===== src/rtl/hpm_bank_pkg.sv =====
package hpm_bank_pkg;

  localparam int EVID_W  = 15;
  localparam int PID_W   = 20;
  localparam int DID_W   = 24;
  localparam int GSCID_W = 16;
  localparam int REG_W   = 64;

  // Transaction context of one event pulse.
  typedef struct packed {
    logic [EVID_W-1:0]  id;
    logic [DID_W-1:0]   dev_id;
    logic [PID_W-1:0]   pid;
    logic               pid_valid;
    logic [GSCID_W-1:0] gscid;
    logic [PID_W-1:0]   pscid;
  } hpm_evt_t;

  // Selector register, bit 63 first.
  typedef struct packed {
    logic              of;     // 63
    logic              idt;    // 62
    logic              dv;     // 61
    logic              pv;     // 60
    logic [DID_W-1:0]  did;    // 59:36
    logic [PID_W-1:0]  pidf;   // 35:16
    logic              dmask;  // 15
    logic [EVID_W-1:0] evid;   // 14:0
  } hpm_sel_t;

  // Compare mask for an aligned identifier block: clears bits up to and
  // including the lowest zero of the programmed value.
  function automatic logic [DID_W-1:0] did_block_mask(input logic [DID_W-1:0] v);
    did_block_mask = ~(v ^ (v + 1'b1));
  endfunction

  // Legalise a code field: out-of-range codes collapse to zero.
  function automatic logic [EVID_W-1:0] legal_code(input logic [EVID_W-1:0] c,
                                                   input int unsigned n_events);
    if (c == '0 || 32'(c) >= n_events) legal_code = '0;
    else legal_code = c;
  endfunction

endpackage


===== src/rtl/hpm_evt_filter.sv =====
module hpm_evt_filter
  import hpm_bank_pkg::*;
(
  input  hpm_sel_t sel,
  input  hpm_evt_t evt,
  output logic     id_ok,
  output logic     pid_ok,
  output logic     did_ok,
  output logic     match
);

  logic [DID_W-1:0] dev_src;
  logic [PID_W-1:0] proc_src;
  logic [DID_W-1:0] cmp_mask;

  always_comb begin
    dev_src  = sel.idt ? {{(DID_W-GSCID_W){1'b0}}, evt.gscid} : evt.dev_id;
    proc_src = sel.idt ? evt.pscid : evt.pid;
    cmp_mask = sel.dmask ? did_block_mask(sel.did) : '1;
    id_ok    = (sel.evid != '0) && (sel.evid == evt.id);
    pid_ok   = !sel.pv || !evt.pid_valid || (sel.pidf == proc_src);
    did_ok   = !sel.dv || ((sel.did & cmp_mask) == (dev_src & cmp_mask));
    match    = id_ok && pid_ok && did_ok;
  end

endmodule


===== src/rtl/hpm_counter_slice.sv =====
module hpm_counter_slice
  import hpm_bank_pkg::*;
#(
  parameter int CTR_W      = 64,
  parameter int NUM_EVENTS = 16
) (
  input  logic             clk,
  input  logic             rst_n,
  input  logic             evt_valid,
  input  hpm_evt_t         evt,
  input  logic             inhibit,
  input  logic             wr_ctr,
  input  logic             wr_sel,
  input  logic [REG_W-1:0] wr_data,
  input  logic             sum_bit,
  output logic [CTR_W-1:0] ctr_q,
  output hpm_sel_t         sel_q,
  output logic             wrap_o,
  output logic             fresh_ovf_o,
  output logic             sum_clr_o
);

  logic     id_ok, pid_ok, did_ok, filt_match;
  logic     hit, bump;
  hpm_sel_t sel_wr;

  hpm_evt_filter u_filt (
    .sel   (sel_q),
    .evt   (evt),
    .id_ok (id_ok),
    .pid_ok(pid_ok),
    .did_ok(did_ok),
    .match (filt_match)
  );

  always_comb begin
    hit         = evt_valid && !inhibit && filt_match;
    bump        = hit && !wr_ctr && !wr_sel;
    wrap_o      = bump && (ctr_q == '1);
    fresh_ovf_o = wrap_o && !sum_bit;
    sum_clr_o   = wr_sel && !wr_data[REG_W-1] && sum_bit;
    sel_wr      = hpm_sel_t'(wr_data);
    sel_wr.evid = legal_code(sel_wr.evid, NUM_EVENTS);
  end

  always_ff @(posedge clk) begin
    if (!rst_n) begin
      ctr_q <= '0;
    end else if (wr_ctr) begin
      ctr_q <= wr_data[CTR_W-1:0];
    end else if (bump) begin
      ctr_q <= ctr_q + 1'b1;
    end
  end

  always_ff @(posedge clk) begin
    if (!rst_n) begin
      sel_q <= '0;
    end else if (wr_sel) begin
      sel_q <= sel_wr;
    end else if (fresh_ovf_o) begin
      sel_q.of <= 1'b1;
    end
  end

  AST_INHIBIT_FREEZE: assert property (@(posedge clk) disable iff (!rst_n)
    inhibit && !wr_ctr |=> $stable(ctr_q));
  AST_INVALID_NO_HIT: assert property (@(posedge clk) disable iff (!rst_n)
    (sel_q.evid == '0) |-> !id_ok);
  AST_WRAP_TO_ZERO: assert property (@(posedge clk) disable iff (!rst_n)
    wrap_o |=> (ctr_q == '0));
  AST_FRESH_SETS_OF: assert property (@(posedge clk) disable iff (!rst_n)
    fresh_ovf_o |=> sel_q.of);
  AST_SEL_CODE_LEGAL: assert property (@(posedge clk) disable iff (!rst_n)
    32'(sel_q.evid) < NUM_EVENTS);
  AST_WRITE_WINS: assert property (@(posedge clk) disable iff (!rst_n)
    wr_ctr |=> (ctr_q == $past(wr_data[CTR_W-1:0])));

endmodule


===== src/rtl/hpm_event_bank.sv =====
module hpm_event_bank
  import hpm_bank_pkg::*;
#(
  parameter int NUM_CTRS   = 4,
  parameter int NUM_EVENTS = 16,
  parameter int CTR_W      = 64
) (
  input  logic        clk,
  input  logic        rst_n,
  input  logic        evt_valid,
  input  logic [14:0] evt_id,
  input  logic [23:0] evt_dev_id,
  input  logic [19:0] evt_pid,
  input  logic        evt_pid_valid,
  input  logic [15:0] evt_gscid,
  input  logic [19:0] evt_pscid,
  input  logic        reg_wr_en,
  input  logic [6:0]  reg_wr_addr,
  input  logic [63:0] reg_wr_data,
  input  logic [6:0]  reg_rd_addr,
  output logic [63:0] reg_rd_data,
  output logic        pm_irq
);

  localparam int IDX_W       = 5;
  localparam int ADDR_W      = IDX_W + 2;
  localparam logic [1:0] RGN_CTL = 2'd0;
  localparam logic [1:0] RGN_CTR = 2'd1;
  localparam logic [1:0] RGN_SEL = 2'd2;
  localparam logic [IDX_W-1:0] IDX_INH = 5'd0;
  localparam logic [IDX_W-1:0] IDX_OVF = 5'd1;

  hpm_evt_t evt;
  logic [1:0]       wr_rgn, rd_rgn;
  logic [IDX_W-1:0] wr_idx, rd_idx;

  logic [NUM_CTRS:1]   inh_q;
  logic [NUM_CTRS:1]   ovf_q;
  logic                irq_q;

  logic [CTR_W-1:0]    ctr_arr [NUM_CTRS];
  hpm_sel_t            sel_arr [NUM_CTRS];
  logic [NUM_CTRS-1:0] wr_ctr, wr_sel, wrap, fresh, sum_clr;

  always_comb begin
    evt.id        = evt_id;
    evt.dev_id    = evt_dev_id;
    evt.pid       = evt_pid;
    evt.pid_valid = evt_pid_valid;
    evt.gscid     = evt_gscid;
    evt.pscid     = evt_pscid;
    wr_rgn        = reg_wr_addr[ADDR_W-1:IDX_W];
    wr_idx        = reg_wr_addr[IDX_W-1:0];
    rd_rgn        = reg_rd_addr[ADDR_W-1:IDX_W];
    rd_idx        = reg_rd_addr[IDX_W-1:0];
  end

  for (genvar g = 0; g < NUM_CTRS; g++) begin : g_slice
    assign wr_ctr[g] = reg_wr_en && (wr_rgn == RGN_CTR) && (wr_idx == IDX_W'(g));
    assign wr_sel[g] = reg_wr_en && (wr_rgn == RGN_SEL) && (wr_idx == IDX_W'(g));

    hpm_counter_slice #(
      .CTR_W     (CTR_W),
      .NUM_EVENTS(NUM_EVENTS)
    ) u_slice (
      .clk        (clk),
      .rst_n      (rst_n),
      .evt_valid  (evt_valid),
      .evt        (evt),
      .inhibit    (inh_q[g+1]),
      .wr_ctr     (wr_ctr[g]),
      .wr_sel     (wr_sel[g]),
      .wr_data    (reg_wr_data),
      .sum_bit    (ovf_q[g+1]),
      .ctr_q      (ctr_arr[g]),
      .sel_q      (sel_arr[g]),
      .wrap_o     (wrap[g]),
      .fresh_ovf_o(fresh[g]),
      .sum_clr_o  (sum_clr[g])
    );

    always_ff @(posedge clk) begin
      if (!rst_n) begin
        ovf_q[g+1] <= 1'b0;
      end else if (wrap[g]) begin
        ovf_q[g+1] <= 1'b1;
      end else if (sum_clr[g]) begin
        ovf_q[g+1] <= 1'b0;
      end
    end

    AST_SUMMARY_ON_WRAP: assert property (@(posedge clk) disable iff (!rst_n)
      wrap[g] |=> ovf_q[g+1]);
    AST_SUMMARY_STICKY: assert property (@(posedge clk) disable iff (!rst_n)
      ovf_q[g+1] && !sum_clr[g] |=> ovf_q[g+1]);
  end

  always_ff @(posedge clk) begin
    if (!rst_n) begin
      inh_q <= '0;
      irq_q <= 1'b0;
    end else begin
      if (reg_wr_en && (wr_rgn == RGN_CTL) && (wr_idx == IDX_INH)) begin
        inh_q <= reg_wr_data[NUM_CTRS:1];
      end
      irq_q <= |fresh;
    end
  end

  assign pm_irq = irq_q;

  always_comb begin
    reg_rd_data = '0;
    unique case (rd_rgn)
      RGN_CTL: begin
        if (rd_idx == IDX_INH) reg_rd_data[NUM_CTRS:1] = inh_q;
        else if (rd_idx == IDX_OVF) reg_rd_data[NUM_CTRS:1] = ovf_q;
      end
      RGN_CTR: begin
        for (int n = 0; n < NUM_CTRS; n++) begin
          if (rd_idx == IDX_W'(n)) reg_rd_data[CTR_W-1:0] = ctr_arr[n];
        end
      end
      RGN_SEL: begin
        for (int n = 0; n < NUM_CTRS; n++) begin
          if (rd_idx == IDX_W'(n)) reg_rd_data = sel_arr[n];
        end
      end
      default: reg_rd_data = '0;
    endcase
  end

  AST_IRQ_NEEDS_SUMMARY: assert property (@(posedge clk) disable iff (!rst_n)
    pm_irq |-> (ovf_q != '0));
  AST_IRQ_ONE_CYCLE: assert property (@(posedge clk) disable iff (!rst_n)
    pm_irq && (fresh == '0) |=> !pm_irq);
  AST_PARAM_RANGE: assert property (@(posedge clk) disable iff (!rst_n)
    (NUM_CTRS >= 1) && (NUM_CTRS <= 31) && (CTR_W <= REG_W) |-> 1'b1 ##0 reg_rd_data[0] == 1'b0 || rd_rgn != RGN_CTL);

endmodule


===== config.mk =====
export PLATFORM = sky130hd
export DESIGN_NAME = hpm_event_bank
export DESIGN_NICKNAME = d
export VERILOG_FILES = /design/src/rtl/hpm_bank_pkg.sv /design/src/rtl/hpm_evt_filter.sv /design/src/rtl/hpm_counter_slice.sv /design/src/rtl/hpm_event_bank.sv
export SDC_FILE = /design/constraint.sdc
export NUM_CORES = 2
export LEC_CHECK = 0
export BUFFER_PORTS_ARGS = -buffer_cell sky130_fd_sc_hd__buf_2
export CAP_MARGIN = 30
export CORE_MARGIN = 2
export CORE_UTILIZATION = 30
export DETAILED_ROUTE_END_ITERATION = 7
export PLACE_DENSITY = 0.48
export SYNTH_ARGS = -nofsm -noshare
export SYNTH_HDL_FRONTEND = slang
export SYNTH_SLANG_ARGS = --single-unit

===== constraint.sdc =====
create_clock -name clk -period 4.2 [get_ports clk]
set_input_delay 0.21 -clock clk [delete_from_list [all_inputs] [get_ports clk]]
set_output_delay 0.21 -clock clk [all_outputs]
set_load 0.1 [all_outputs]

Word level (Yosys, flattened, before mapping). Index checks and enable logic that the tools add are counted.

Reductions and logical operators: 117. Muxes and demuxes: 50. Equality and inequality tests: 26. Bitwise logic cells: 16. Magnitude comparators: 1. Add/subtract/negate cells: 8.

Operators with widths (number): $mux 64 (16); $add 64x1->64 const B (4); $eq 64x64->1 const B (4); $and 24x24->24 (8); $mux 24 (8); $pmux 59 s2 (1); $add 24x1->24 const B (4); $eq 24x24->1 (4); $not 24->24 (4); $xor 24x24->24 (4); $eq 20x20->1 (4); $mux 20 (4); $eq 15x15->1 (4); $reduce_bool 15->1 (4); $logic_and 1x1->1 (56); $logic_not 1->1 (26); $reduce_bool 2->1 (12); $eq 5x2->1 const B (4); $mux 1 (16); $ge 15x5->1 const B (1); $logic_not 15->1 (1); $mux 15 (1); $logic_or 1x1->1 (13); $pmux 4 s3 (1); other kinds (8) (14).

Bits of input ports: 178. Bits in registers: 521.

Longest topological paths before layout.
Depth after elaboration: 15. Gate-level depth with buffers: 15.

Cells and area by module. A second synthesis with hierarchy kept.

Cells, all modules: 4562. Area, all modules: 37095.6 sq um.

Modules (own cells, without submodules): hpm_counter_slice (g_slice[0].u_slice ...) (area each 6307.3 sq um, cells an instance 736, sequential area each 2562.5 sq um, times used 3); hpm_evt_filter (area each 1635.3 sq um, cells an instance 213, sequential area each 0.0 sq um, times used 4); hpm_counter_slice (g_slice[2].u_slice) (area each 6110.9 sq um, cells an instance 715, sequential area each 2562.5 sq um, times used 1); hpm_event_bank (area each 5521.5 sq um, cells an instance 787, sequential area each 180.2 sq um, times used 1).

Worst setup path after synthesis. OpenSTA, ideal clock, no wires.

Kind: input-to-output. From: input reg_rd_addr[4]. To: output reg_rd_data[3]. Required time: 3990 ps. Slack: 549 ps. Path buffers: 2. Arrival time: 3441 ps. Stages: 7. Cell sequence: nor3_1 > nor3b_1 > clkbuf_1 > clkbuf_1 > a222oi_1 > nand2b_1 > a31oi_1.

Longest elaborated chain between the ends: 6.

Ends and longest elaborated chain: from (decl) (line hpm_event_bank.sv:20) `input logic [6:0] reg_rd_addr,`; $logic_not 5->1 (line hpm_event_bank.sv:116, hpm_event_bank.sv:121, hpm_event_bank.sv:126); $mux 64, on equally long branches (4 in series) (line hpm_event_bank.sv:126, hpm_event_bank.sv:121); $pmux 4 s3 * (line hpm_event_bank.sv:114) `unique case (rd_rgn)`; to (decl) (line hpm_event_bank.sv:21) `output logic [63:0] reg_rd_data,`.

Mark *: on every way between the ends. The rest lies on a longest branch, timed or not.

Final worst setup path.
From: register g_slice[3].u_slice.sel_q[53] (netlist bit). To: register g_slice[3].u_slice.ctr_q[7].

Longest elaborated chain between the ends: 12.

Ends and longest elaborated chain: from (decl) (line hpm_counter_slice.sv:17) `output hpm_sel_t sel_q,`; from (signal assigned) (line hpm_counter_slice.sv:60) `sel_q <= sel_wr;`; $add 24x1->24 (line hpm_bank_pkg.sv:34) `did_block_mask = ~(v ^ (v + 1'b1));`; $xor 24x24->24 (line hpm_bank_pkg.sv:34); $not 24->24 (line hpm_bank_pkg.sv:34); $mux 24 (line hpm_evt_filter.sv:19) `cmp_mask = sel.dmask ? did_block_mask(sel.did) : '1;`; $and 24x24->24 (line hpm_evt_filter.sv:22) `did_ok = !sel.dv || ((sel.did & cmp_mask) == (dev_src & cmp_mask));`; $eq 24x24->1 * (line hpm_evt_filter.sv:22); $logic_or 1x1->1 * (line hpm_evt_filter.sv:22); $logic_and 1x1->1 * (line hpm_evt_filter.sv:23) `match = id_ok && pid_ok && did_ok;`; $logic_and 1x1->1 * (line hpm_counter_slice.sv:37) `hit = evt_valid && !inhibit && filt_match;`; $logic_and 1x1->1 * (2 in series) (line hpm_counter_slice.sv:38) `bump = hit && !wr_ctr && !wr_sel;`; $reduce_bool 2->1 (no source line) *; to (signal assigned) (line hpm_counter_slice.sv:50) `ctr_q <= wr_data[CTR_W-1:0];`; to (signal assigned) (line hpm_counter_slice.sv:52) `ctr_q <= ctr_q + 1'b1;`; to (decl) (line hpm_counter_slice.sv:16) `output logic [CTR_W-1:0] ctr_q,`.

Marked as above. A chain may end at the register's enable or synchronous reset.

==> impl_metrics.tcl <==
set metrics [dict create \
    cts_sinks 521 \
    power.switching_mw 3.30 \
    crit_path_start "g_slice[3].u_slice.sel_q[53]$_SDFFE_PN0P_" \
    switching_share_pct 27.5 \
    area_growth_pct 16.3 \
    p_int_mw 8.72 \
    ctsLongestPathBuffers 3 \
    cap_violations 0 \
    dieWidth_um 352 \
    clk_pin_slew_ps 70 \
    dpl.hpwl_mm 153 \
    grt_start_max_net_pins 103 \
    root_buffer "clkbuf_16" \
    period_needed_ps 4030 \
    regArea_um2 10400 \
    final_util_pct 35.2 \
    crit_type "register to register" \
    syn_area_per_cell_um2 7.48 \
    finClkSkew_ps 41.3 \
    tightest_slew_ps 1110 \
    vias 41800 \
    use_met1_pct 43.5 \
    endpoint "g_slice[3].u_slice.ctr_q[7]$_SDFFE_PN0P_" \
    grt_usage_pct 32.2 \
    p_per_area_nw_per_um2 285 \
    r2r_end "g_slice[3].u_slice.ctr_q[7]$_SDFFE_PN0P_" \
    dpl_worst_slack_ps 284 \
    numCtsBuffers 68 \
    slew_headroom_pct 25.4 \
    top_usage_layer "met2" \
    worst_hold_path_type "input pin to register" \
    synth-edff-count 0 \
    portBuffers 242 \
    drt_iter0_drc 5607 \
    ys_types 87 \
    fmax_mhz 248 \
    setup_slack_ps 171 \
    async_flop_share_pct 0 \
    wl_per_cell_um 31.3 \
    synth.top_cell.area_share_pct 28.7 \
    pwr-share-comb_pct 9.0 \
    grt_util_met3_pct 5.63 \
    drc 0 \
    ys_seq_elements 521 \
    r2r_cells 12 \
    rows 127 \
    die_h_um 352 \
    ir_drop_v 0.000250 \
    coreArea_um2 120000 \
    final_common_cell "nand2_1" \
    synth-main-ff-cell "dfxtp_1" \
    wl_mm 207 \
    cp-end-kind "register" \
    finalSetupViolCount 0 \
    viasPerCell 6.31 \
    holdWs_ps 34.0 \
    cts_max_level 3 \
    p_clk_share_pct 49.6 \
    drt.antenna.violating_nets 0 \
    synth_top_area_cell "dfxtp_1" \
    drive_gt1_share_pct 12.5 \
    ys_top_cells_by_area "dfxtp_1 (29%), nand2_1 (8.2%), a21oi_1 (4.7%)" \
    fin_nets 5146 \
    multi_input_area_um2 24000 \
    synth_warnings 0 \
    grt_antenna_before_repair 14 \
    seq_power_share_pct 41.4 \
    layout_common_cells "nand2_1 (796), dfxtp_1 (517), a21oi_1 (343)" \
    start_kind "register" \
    leakagePower_nw 13.2 \
    synth_area_um2 36300 \
    cp_max_fo 20 \
    tns_ps 0 \
    worstPathRequired_ps 4700 \
    r2r_slack_ps 170 \
    use_met2_pct 48.3 \
    overflow 0 \
    ys_seq_area_share_pct 28.7 \
    num_io_pins 243 \
    final-max-slew-violation-count 0 \
    totalPowerFinal_mw 12.0 \
    grt_pass1_wl_mm 289 \
    post-route-period-util_pct 95.9 \
    hold_viol 0 \
    fp.dieArea_um2 124000 \
    firstDrtPassIters 6 \
    rsz0062_at_grt "no" \
    worstSkewPairLatency_ps 650 \
    globalplace.congestion 0.987 \
    syn_inst 4851 \
    regToRegStartpoint "g_slice[3].u_slice.sel_q[53]$_SDFFE_PN0P_" \
    initial_core_util_pct 30.3 \
    cts_tree "done" \
    synth_nets 5041 \
    arrival_ps 4530 \
    outcome "completed" \
    fillers 12800 \
    grt_pass1_vias 37600 \
]
synth_stat cells (21+ instances only):
library cell / instances
o31a_1: 40
a32oi_1: 23
xor2_1: 70
clkbuf_1: 348
a22o_1: 196
and4_1: 21
buf_4: 29
o21a_1: 119
nor4_1: 129
nand4_1: 97
and3_1: 124
nor3_1: 93
nor2b_1: 34
and2_1: 43
o22ai_1: 74
xnor2_1: 168
or3_1: 42
or4_1: 30
nand2_1: 797
a31oi_1: 109
o21ai_0: 120
a22oi_1: 161
o311ai_0: 35
nor2_1: 200
o211ai_1: 58
inv_1: 66
a211oi_1: 25
nand3_1: 203
nand2b_1: 35
mux2i_1: 148
a21oi_1: 344
or2_2: 21
dfxtp_1: 521
buf_2: 35
layer usage:
layer  part of all wire (%)  vias up
met2                     43     2548
met3                    9.1      521
met4                    6.3       12
met5                  0.041        -
li1                       -    18300
met1                     42    20400
flip-flops by register name, summed over array words and instances (netlist names):
register	count
g_slice.u_slice.ctr_q	256
pm_irq	1
ovf_q	4
g_slice.u_slice.sel_q	256
inh_q	4
worst min path at each step:
| stage | startpoint | endpoint | cells past startpoint |
|---|---|---|---|
| after floorplan | reg_wr_data[12] | g_slice[2].u_slice.ctr_q[12]$_SDFFE_PN0P_ | 2 |
| after global placement | g_slice[1].u_slice.sel_q[61]$_SDFFE_PN0P_ | g_slice[1].u_slice.sel_q[61]$_SDFFE_PN0P_ | 2 |
| after detailed placement | g_slice[2].u_slice.sel_q[63]$_SDFFE_PN0P_ | g_slice[2].u_slice.sel_q[63]$_SDFFE_PN0P_ | 1 |
| after CTS | reg_wr_data[3] | g_slice[3].u_slice.ctr_q[3]$_SDFFE_PN0P_ | 3 |
| after global routing | reg_wr_data[48] | g_slice[3].u_slice.sel_q[48]$_SDFFE_PN0P_ | 3 |
| final | reg_wr_data[52] | g_slice[3].u_slice.sel_q[52]$_SDFFE_PN0P_ | 3 |
critical path, stage by stage (launching register included):
cell and delay [ps]:
dfxtp_1 610, nand4_1 240, nor3_1 440, o22ai_1 150, a2111oi_0 430, or4b_1 600, o21ai_1 350, buf_4 250
buf_4 150, a21oi_4 160, buf_16 220, o21ai_0 170, a31oi_1 100
timing repair:
action                                 CTS  global route
endpoints found under the hold margin  119             0
setup endpoints to repair                0             4
setup buffers                            0             0
hold buffers                            32             0
gates resized for setup                  0             2
layout make-up:
cell class / instances / area share, %
inverter: 66 / 0.605
timing repair buffer: 469 / 7.86
tap: 1612 / 4.78
clock buffer: 106 / 4.97
antenna: 3 / 0.0178
multi-input combinational: 3830 / 56.8
clock inverter: 12 / 0.219
sequential: 521 / 24.7
power groups by stage:
stage / clock network, mW / logic, mW / registers, mW
2_1_floorplan: 0 / 0.504 / 5.08
3_3_place_gp: 0 / 1.03 / 5.09
3_5_place_dp: 0 / 1.02 / 5.09
4_1_cts: 6.02 / 1.05 / 4.98
5_1_grt: 6.19 / 1.10 / 4.98
6_report: 5.96 / 1.08 / 4.98
metrics by stage:
stage,instance area [um^2],cells
after global routing,42200,6618
after floorplan,36300,4851
after CTS,42200,6614
final,42200,6619
after global placement,39600,6461
after detailed placement,39600,6464
kinds of logic (layout without fill, tap and decap cells):
family	Yosys count	after routing	share of synthesized area [%]
buf+inv	500	653	5.72
flops	521	521	28.7
xor+xnor	238	238	5.74
compound gates	1470	1470	28.3
other cells	0	3	0
simple gates	1955	1955	26.8
mux	155	155	4.30
fa+ha+maj	12	12	0.414
(Power assumes the default switching activity.)
